### src/rtl/wfifo_pair.sv
module wfifo_pair #(
  parameter int DEPTH = 8,
  parameter int DW    = 32
) (
  input  logic          clk,
  input  logic          rst_n,
  input  logic          csr_wr,
  input  logic          csr_rd,
  input  logic [2:0]    csr_addr,
  input  logic [DW-1:0] csr_wdata,
  output logic [DW-1:0] csr_rdata,
  output logic [DW-1:0] eng_tx_data,
  output logic          eng_tx_avail,
  input  logic          eng_tx_pop,
  input  logic [DW-1:0] eng_rx_data,
  input  logic          eng_rx_push,
  input  logic          ev_arb_lost,
  input  logic          ev_nack,
  input  logic          ev_all_done,
  input  logic          ev_pkt_done,
  output logic          irq
);
  localparam int AW = $clog2(DEPTH);
  localparam int CW = AW + 1;
  localparam logic [2:0] A_TXD = 3'd0, A_RXD = 3'd1, A_CTRL = 3'd2,
                         A_LVL = 3'd3, A_MASK = 3'd4, A_IST = 3'd5;

  logic [DW-1:0] tx_mem [DEPTH];
  logic [DW-1:0] rx_mem [DEPTH];
  logic [AW-1:0] tx_wp, tx_rp, rx_wp, rx_rp;
  logic [CW-1:0] tx_cnt, rx_cnt, tx_free;
  logic [2:0]    trig_tx, trig_rx;
  logic          fl_tx, fl_rx;
  logic [7:0]    mask;
  logic [7:2]    st;
  logic [7:0]    istat;

  wire wr_txd  = csr_wr && csr_addr == A_TXD;
  wire wr_ctrl = csr_wr && csr_addr == A_CTRL;
  wire wr_ist  = csr_wr && csr_addr == A_IST;
  wire rd_rxd  = csr_rd && csr_addr == A_RXD;

  wire tx_full  = tx_cnt == CW'(DEPTH);
  wire rx_full  = rx_cnt == CW'(DEPTH);
  wire tx_push  = wr_txd && !tx_full;
  wire tx_ovf   = wr_txd && tx_full;
  wire tx_pop   = eng_tx_pop && tx_cnt != '0;
  wire rx_push  = eng_rx_push && !rx_full;
  wire rx_pop   = rd_rxd && rx_cnt != '0;
  wire rx_udf   = rd_rxd && rx_cnt == '0;

  assign tx_free      = CW'(DEPTH) - tx_cnt;
  assign eng_tx_avail = tx_cnt != '0;
  assign eng_tx_data  = tx_mem[tx_rp];

  wire tx_req = tx_free > CW'(trig_tx);
  wire rx_req = rx_cnt  > CW'(trig_rx);
  assign istat = {st, tx_req, rx_req};
  assign irq   = |(istat & mask) | st[7];

  always_ff @(posedge clk) begin
    if (tx_push) tx_mem[tx_wp] <= csr_wdata;
    if (rx_push) rx_mem[rx_wp] <= eng_rx_data;
  end

  always_ff @(posedge clk) begin
    if (!rst_n || fl_tx) begin
      tx_wp <= '0; tx_rp <= '0; tx_cnt <= '0;
    end else begin
      if (tx_push) tx_wp <= tx_wp + 1'b1;
      if (tx_pop)  tx_rp <= tx_rp + 1'b1;
      tx_cnt <= tx_cnt + CW'(tx_push) - CW'(tx_pop);
    end
  end

  always_ff @(posedge clk) begin
    if (!rst_n || fl_rx) begin
      rx_wp <= '0; rx_rp <= '0; rx_cnt <= '0;
    end else begin
      if (rx_push) rx_wp <= rx_wp + 1'b1;
      if (rx_pop)  rx_rp <= rx_rp + 1'b1;
      rx_cnt <= rx_cnt + CW'(rx_push) - CW'(rx_pop);
    end
  end

  always_ff @(posedge clk) begin
    if (!rst_n) begin
      trig_tx <= '0; trig_rx <= '0; fl_tx <= 1'b0; fl_rx <= 1'b0; mask <= '0;
    end else begin
      fl_tx <= wr_ctrl && csr_wdata[1];
      fl_rx <= wr_ctrl && csr_wdata[0];
      if (wr_ctrl) begin
        trig_tx <= csr_wdata[7:5];
        trig_rx <= csr_wdata[4:2];
      end
      if (csr_wr && csr_addr == A_MASK) mask <= csr_wdata[7:0];
    end
  end

  always_ff @(posedge clk) begin
    if (!rst_n) st <= '0;
    else st <= (st & ~(wr_ist ? csr_wdata[7:2] : 6'd0))
             | {ev_pkt_done, ev_all_done, tx_ovf, rx_udf, ev_nack, ev_arb_lost};
  end

  always_comb begin
    csr_rdata = '0;
    case (csr_addr)
      A_RXD:  csr_rdata = (rx_cnt != '0) ? rx_mem[rx_rp] : '0;
      A_CTRL: csr_rdata[7:0] = {trig_tx, trig_rx, fl_tx, fl_rx};
      A_LVL:  csr_rdata[7:0] = {4'(tx_free), 4'(rx_cnt)};
      A_MASK: csr_rdata[7:0] = mask;
      A_IST:  csr_rdata[7:0] = istat;
      default: csr_rdata = '0;
    endcase
  end

  AST_TX_FULL_DROP: assert property (@(posedge clk) disable iff (!rst_n)
    (csr_wr && csr_addr == A_TXD && tx_full && !fl_tx) |=> istat[5]);
  AST_UFLOW_ZERO: assert property (@(posedge clk) disable iff (!rst_n)
    (csr_rd && csr_addr == A_RXD && rx_cnt == '0) |-> csr_rdata == '0);
  AST_FLUSH_DONE: assert property (@(posedge clk) disable iff (!rst_n)
    (fl_tx && !(wr_ctrl && csr_wdata[1])) |=> (!fl_tx && tx_cnt == '0));
  AST_PKT_IRQ: assert property (@(posedge clk) disable iff (!rst_n)
    st[7] |-> irq);
  AST_EVENT_WINS: assert property (@(posedge clk) disable iff (!rst_n)
    ev_pkt_done |=> istat[7]);
  AST_RX_BOUND: assert property (@(posedge clk) disable iff (!rst_n)
    (rx_full && eng_rx_push && !rd_rxd && !fl_rx) |=> rx_full);
endmodule

### config.mk
export PLATFORM = sky130hd
export DESIGN_NAME = wfifo_pair
export DESIGN_NICKNAME = d
export VERILOG_FILES = /design/src/rtl/wfifo_pair.sv
export SDC_FILE = /design/constraint.sdc
export NUM_CORES = 1
export LEC_CHECK = 0
export BUFFER_PORTS_ARGS = -buffer_cell sky130_fd_sc_hd__buf_4
export CAP_MARGIN = 20
export CORE_MARGIN = 2
export CORE_UTILIZATION = 35
export DETAILED_ROUTE_END_ITERATION = 10
export GPL_TIMING_DRIVEN = 0
export SYNTH_ARGS = -nofsm -noshare
export SYNTH_HDL_FRONTEND = slang
export SYNTH_SLANG_ARGS = --single-unit
### constraint.sdc
create_clock -name clk -period 5 [get_ports clk]
set_input_delay 0.25 -clock clk [delete_from_list [all_inputs] [get_ports clk]]
set_output_delay 0.25 -clock clk [all_outputs]
set_load 0.1 [all_outputs]
==> summary.txt <==
Critical path
  – CP arrival: 2.96 ns
  – Flop2flop setup slack: 2.15 ns
  – Slowest CP cell: dfxtp_1
  – Register-to-Register Path Depth: 8
  – Critical Path End: irq
  – Setup CP Type: register to primary output
  – Crit path max fanout: 5
  – Critical path endpoint category: primary output
  – Crit path required time: 4.75 ns
  – Critical Path Start Type: register
  – CP Launch Point: tx_cnt[0]$_SDFF_PP0_
  – Worst path cell trace: inv_1 -> ha_1 -> xnor2_1 -> ha_1 -> a21oi_1 -> o21ai_0 -> a21oi_1 -> o2111ai_1 -> buf_4
  – Reg2reg end: rx_mem[0][13]$_DFFE_PP_
  – Worst r2r src: rx_cnt[2]$_SDFF_PP0_
  – Max incr delay on CP: 0.42 ns

Die
  – Die area: 65,200 µm²
  – Die H: 255 µm
  – Core Region: 62,700 µm²
  – Initial Utilization: 35.2%
  – Die width: 255 µm
  – IO Pins: 143
  – Rows: 92

Pwr
  – Switching Fraction: 30.1%
  – Clock power frac: 32.4%
  – Net Switching: 3.66 mW
  – PwrDens: 446 nW/µm²
  – Combinational Power Share: 23.7%
  – Flop pwr share: 43.9%
  – P_int: 8.49 mW
  – Leakage power: 9.03 nW
  – Max VDD drop: 0.306 mV
  – Tot Pwr: 12.2 mW

Detailed routing
  – 1st-pass router iterations: 5
  – DRT iter0 DRCs: 715
  – Routed len/inst: 21.2 µm
  – Vias: 11.1k
  – Final Routed Wirelength: 48.6 mm
  – Drt drc: 0
  – Drt via density: 4.85
  – DRT antenna net count: 0

Clocking
  – Resized cells post-CTS: 0
  – H-tree levels: 2
  – Worst-skew pair later-pin latency: 0.61 ns
  – Worst-path clk slew: 0.06 ns
  – Root Buffer Master: clkbuf_16
  – Longest Clk Path Bufs: 3
  – CTS tree: done
  – TritonCTS buffer count: 57
  – Clock sinks: 560

Final layout
  – Area delta synth->final: 23.2%
  – Final Cell Area: 27,200 µm²
  – Fill cells: 5,451
  – Share of layout cells above drive strength 1: 30.0%
  – Final core occ: 43.4%
  – Final Net Count: 1,501

Timing
  – RSZ-0062 raised after global routing: false
  – Least-Margin Pin Slew: 0.952 ns
  – Setup WS post-layout: 1.79 ns
  – Count of final max-slew check failures: 0
  – Min Tclk post-route: 3.21 ns
  – Clk_skew: 0.0240 ns
  – Hold Vio Cnt, Final: 0
  – Final Setup Violations: 0
  – Slew headroom: 36.2%
  – Maximum clock rate: 312 MHz
  – Hold_ws: 0.0575 ns
  – Final Cycle Share: 64.2%

GRT
  – First-pass GRT wire length: 74.0 mm
  – Grt total ovfl: 0
  – Largest net degree at the start of global routing: 25
  – Initial antenna violation count: 5
  – All-Layer GR Usage: 14.9%
  – Vias in the first global route: 12.0k

Placement
  – DP Area: 24,800 µm²
  – Port bufs: 141
  – Pre-CTS setup slack: 2.11 ns
  – Routability cong.: 0.781
  – Hpwl dp: 31.7 mm

Logic synthesis
  – Post-synth top flop: edfxtp_1
  – Synth async-reset ratio: 0%
  – Syn_area_per_cell: 20.1 µm²
  – Synthesized net count: 1,202
  – Yosys warns: 0
  – Yosys reg bits: 560
  – Synthesized area: 22,100 µm²
  – Post-synth EDFFs: 512
  – Sequential element share of the synthesized area: 73.9%
  – Post-Syn Instances: 1,099
  – Library cells used by synthesis: 55

Flow run
  – Number of max-cap violations: 0

Run status
  – Status: finished, final reports clean

Worst hold path
  – Hold path depth: 4
  – Worst Hold Class: input pin to register
[sequential cells by signal, summed over array words and instances, names as in the netlist, named ones only]
name / cells
mask: 8
rx_wp: 3
rx_mem: 256
fl_tx: 1
st: 6
trig_rx: 3
tx_cnt: 4
rx_cnt: 4
rx_rp: 3
trig_tx: 3
tx_rp: 3
tx_mem: 256
tx_wp: 3
fl_rx: 1
[placed cells by master (no fill, tap or decap), types with 3 or more instances in the layout]
cell type,n
a21o_1,3
a21oi_1,36
a221o_1,3
a221oi_1,12
and3_1,3
buf_12,9
buf_16,4
buf_2,22
buf_4,149
buf_6,22
buf_8,3
clkbuf_1,25
clkbuf_16,58
clkbuf_8,3
clkinv_1,15
clkinv_2,9
dfxtp_1,48
diode_2,4
dlygate4sd3_1,71
edfxtp_1,512
ha_1,24
inv_1,27
mux2_2,35
mux2i_1,21
mux4_1,35
mux4_2,92
nand2_1,69
nand2b_1,7
nand3_1,5
nor2_1,24
nor2_4,12
nor2b_1,24
nor3_2,4
o21ai_0,3
o22ai_1,3
xnor2_1,4
xor2_1,8
[logic make-up after synthesis]
kind of cell | synth area share, %
buffers and inverters | 2.06
DFF | 73.9
xor gates and xnor gates | 0.475
adders and majority gates | 1.54
and+or+nand+nor | 3.44
AOI/OAI and AO/OA | 2.33
muxes | 16.3
[worst min path at each step]
stage | from | endpoint | slack [ns]
floorplan | eng_rx_data[0] | rx_mem[0][0]$_DFFE_PP_ | 0.35
global placement | tx_wp[0]$_SDFFE_PP0P_ | tx_wp[0]$_SDFFE_PP0P_ | 0.47
detailed placement | eng_rx_data[19] | rx_mem[2][19]$_DFFE_PP_ | 0.48
CTS | eng_rx_push | rx_wp[0]$_SDFFE_PP0P_ | 0.02
global route | csr_rd | rx_rp[2]$_SDFFE_PP0P_ | 0.06
finish | eng_rx_push | rx_wp[0]$_SDFFE_PP0P_ | 0.06
[routing by layer]
layer / part of all wire (%) / wire length (µm) / global-route usage, % / vias to the layer above
met4: 1.7 / 818 / 3.86 / 4
met2: 50 / 24500 / 25.9 / 259
li1: - / - / - / 5065
met5: 0.043 / 21 / 0 / -
met1: 42 / 20300 / 18.8 / 5736
met3: 5.9 / 2890 / 3.62 / 67
[final cells by class]
cell class              instances  area (µm²)  share of cell area [%]
well taps                     846        1060                    3.89
inverters                      27         101                   0.372
multi-input cells             458        5430                    19.9
clock inverters                30         180                   0.662
diodes                          4        10.0                  0.0368
plain buffers                  54         354                    1.30
clock buffers                  74        1540                    5.66
flip-flops and latches        560       16300                    60.0
repair buffers                240        2220                    8.16
[through the flow]
step | instances | setup TNS (ns)
after floorplan | 1099 | 0
after global routing | 2291 | 0
after CTS | 2288 | 0
final | 2293 | 0
after detailed placement | 2113 | 0
after global placement | 2086 | -154.45
[power by group through the flow]
stage	combinational [mW]	sequential (mW)	clock, mW
2_1_floorplan	2.17	5.42	0
6_report	2.88	5.34	3.93
4_1_cts	2.93	5.34	4.03
3_3_place_gp	2.80	5.45	0
5_1_grt	3.07	5.35	4.20
3_5_place_dp	2.87	5.44	0
[cell usage after synthesis, types with 3 or more instances]
cell | count | share of area, %
edfxtp_1 | 512 | 70
mux4_2 | 92 | 9.4
nand2_1 | 69 | 1.2
dfxtp_1 | 48 | 4.3
a21oi_1 | 36 | 0.81
nor2_1 | 36 | 0.61
mux2_2 | 35 | 1.8
mux4_1 | 35 | 4.2
inv_1 | 27 | 0.46
ha_1 | 24 | 1.4
nor2b_1 | 24 | 0.68
buf_2 | 21 | 0.48
mux2i_1 | 21 | 0.95
a221oi_1 | 12 | 0.48
clkbuf_1 | 12 | 0.20
buf_6 | 11 | 0.56
xor2_1 | 8 | 0.32
buf_4 | 7 | 0.24
nand2b_1 | 7 | 0.20
nand3_1 | 5 | 0.11
nor3_1 | 5 | 0.11
xnor2_1 | 4 | 0.16
a21o_1 | 3 | 0.10
a221o_1 | 3 | 0.14
and3_1 | 3 | 0.085
o21ai_0 | 3 | 0.068
o22ai_1 | 3 | 0.085
[what timing repair did]
item	in CTS	in global routing
hold buffers	71	0
endpoints found under the hold margin	530	0
setup buffers	0	0
[worst max-delay path, delay by kind of cell, from the launching register on]
| family | cells | cell delay, ns |
|---|---|---|
| AO/OA/AOI/OAI | 4 | 0.65 |
| flip-flops | 1 | 0.42 |
| XOR/XNOR | 1 | 0.30 |
| adder cells (fa/ha/maj) | 2 | 0.60 |
| buffers and inverters | 2 | 0.38 |
No activity file was read; power rests on OpenSTA's default activity.
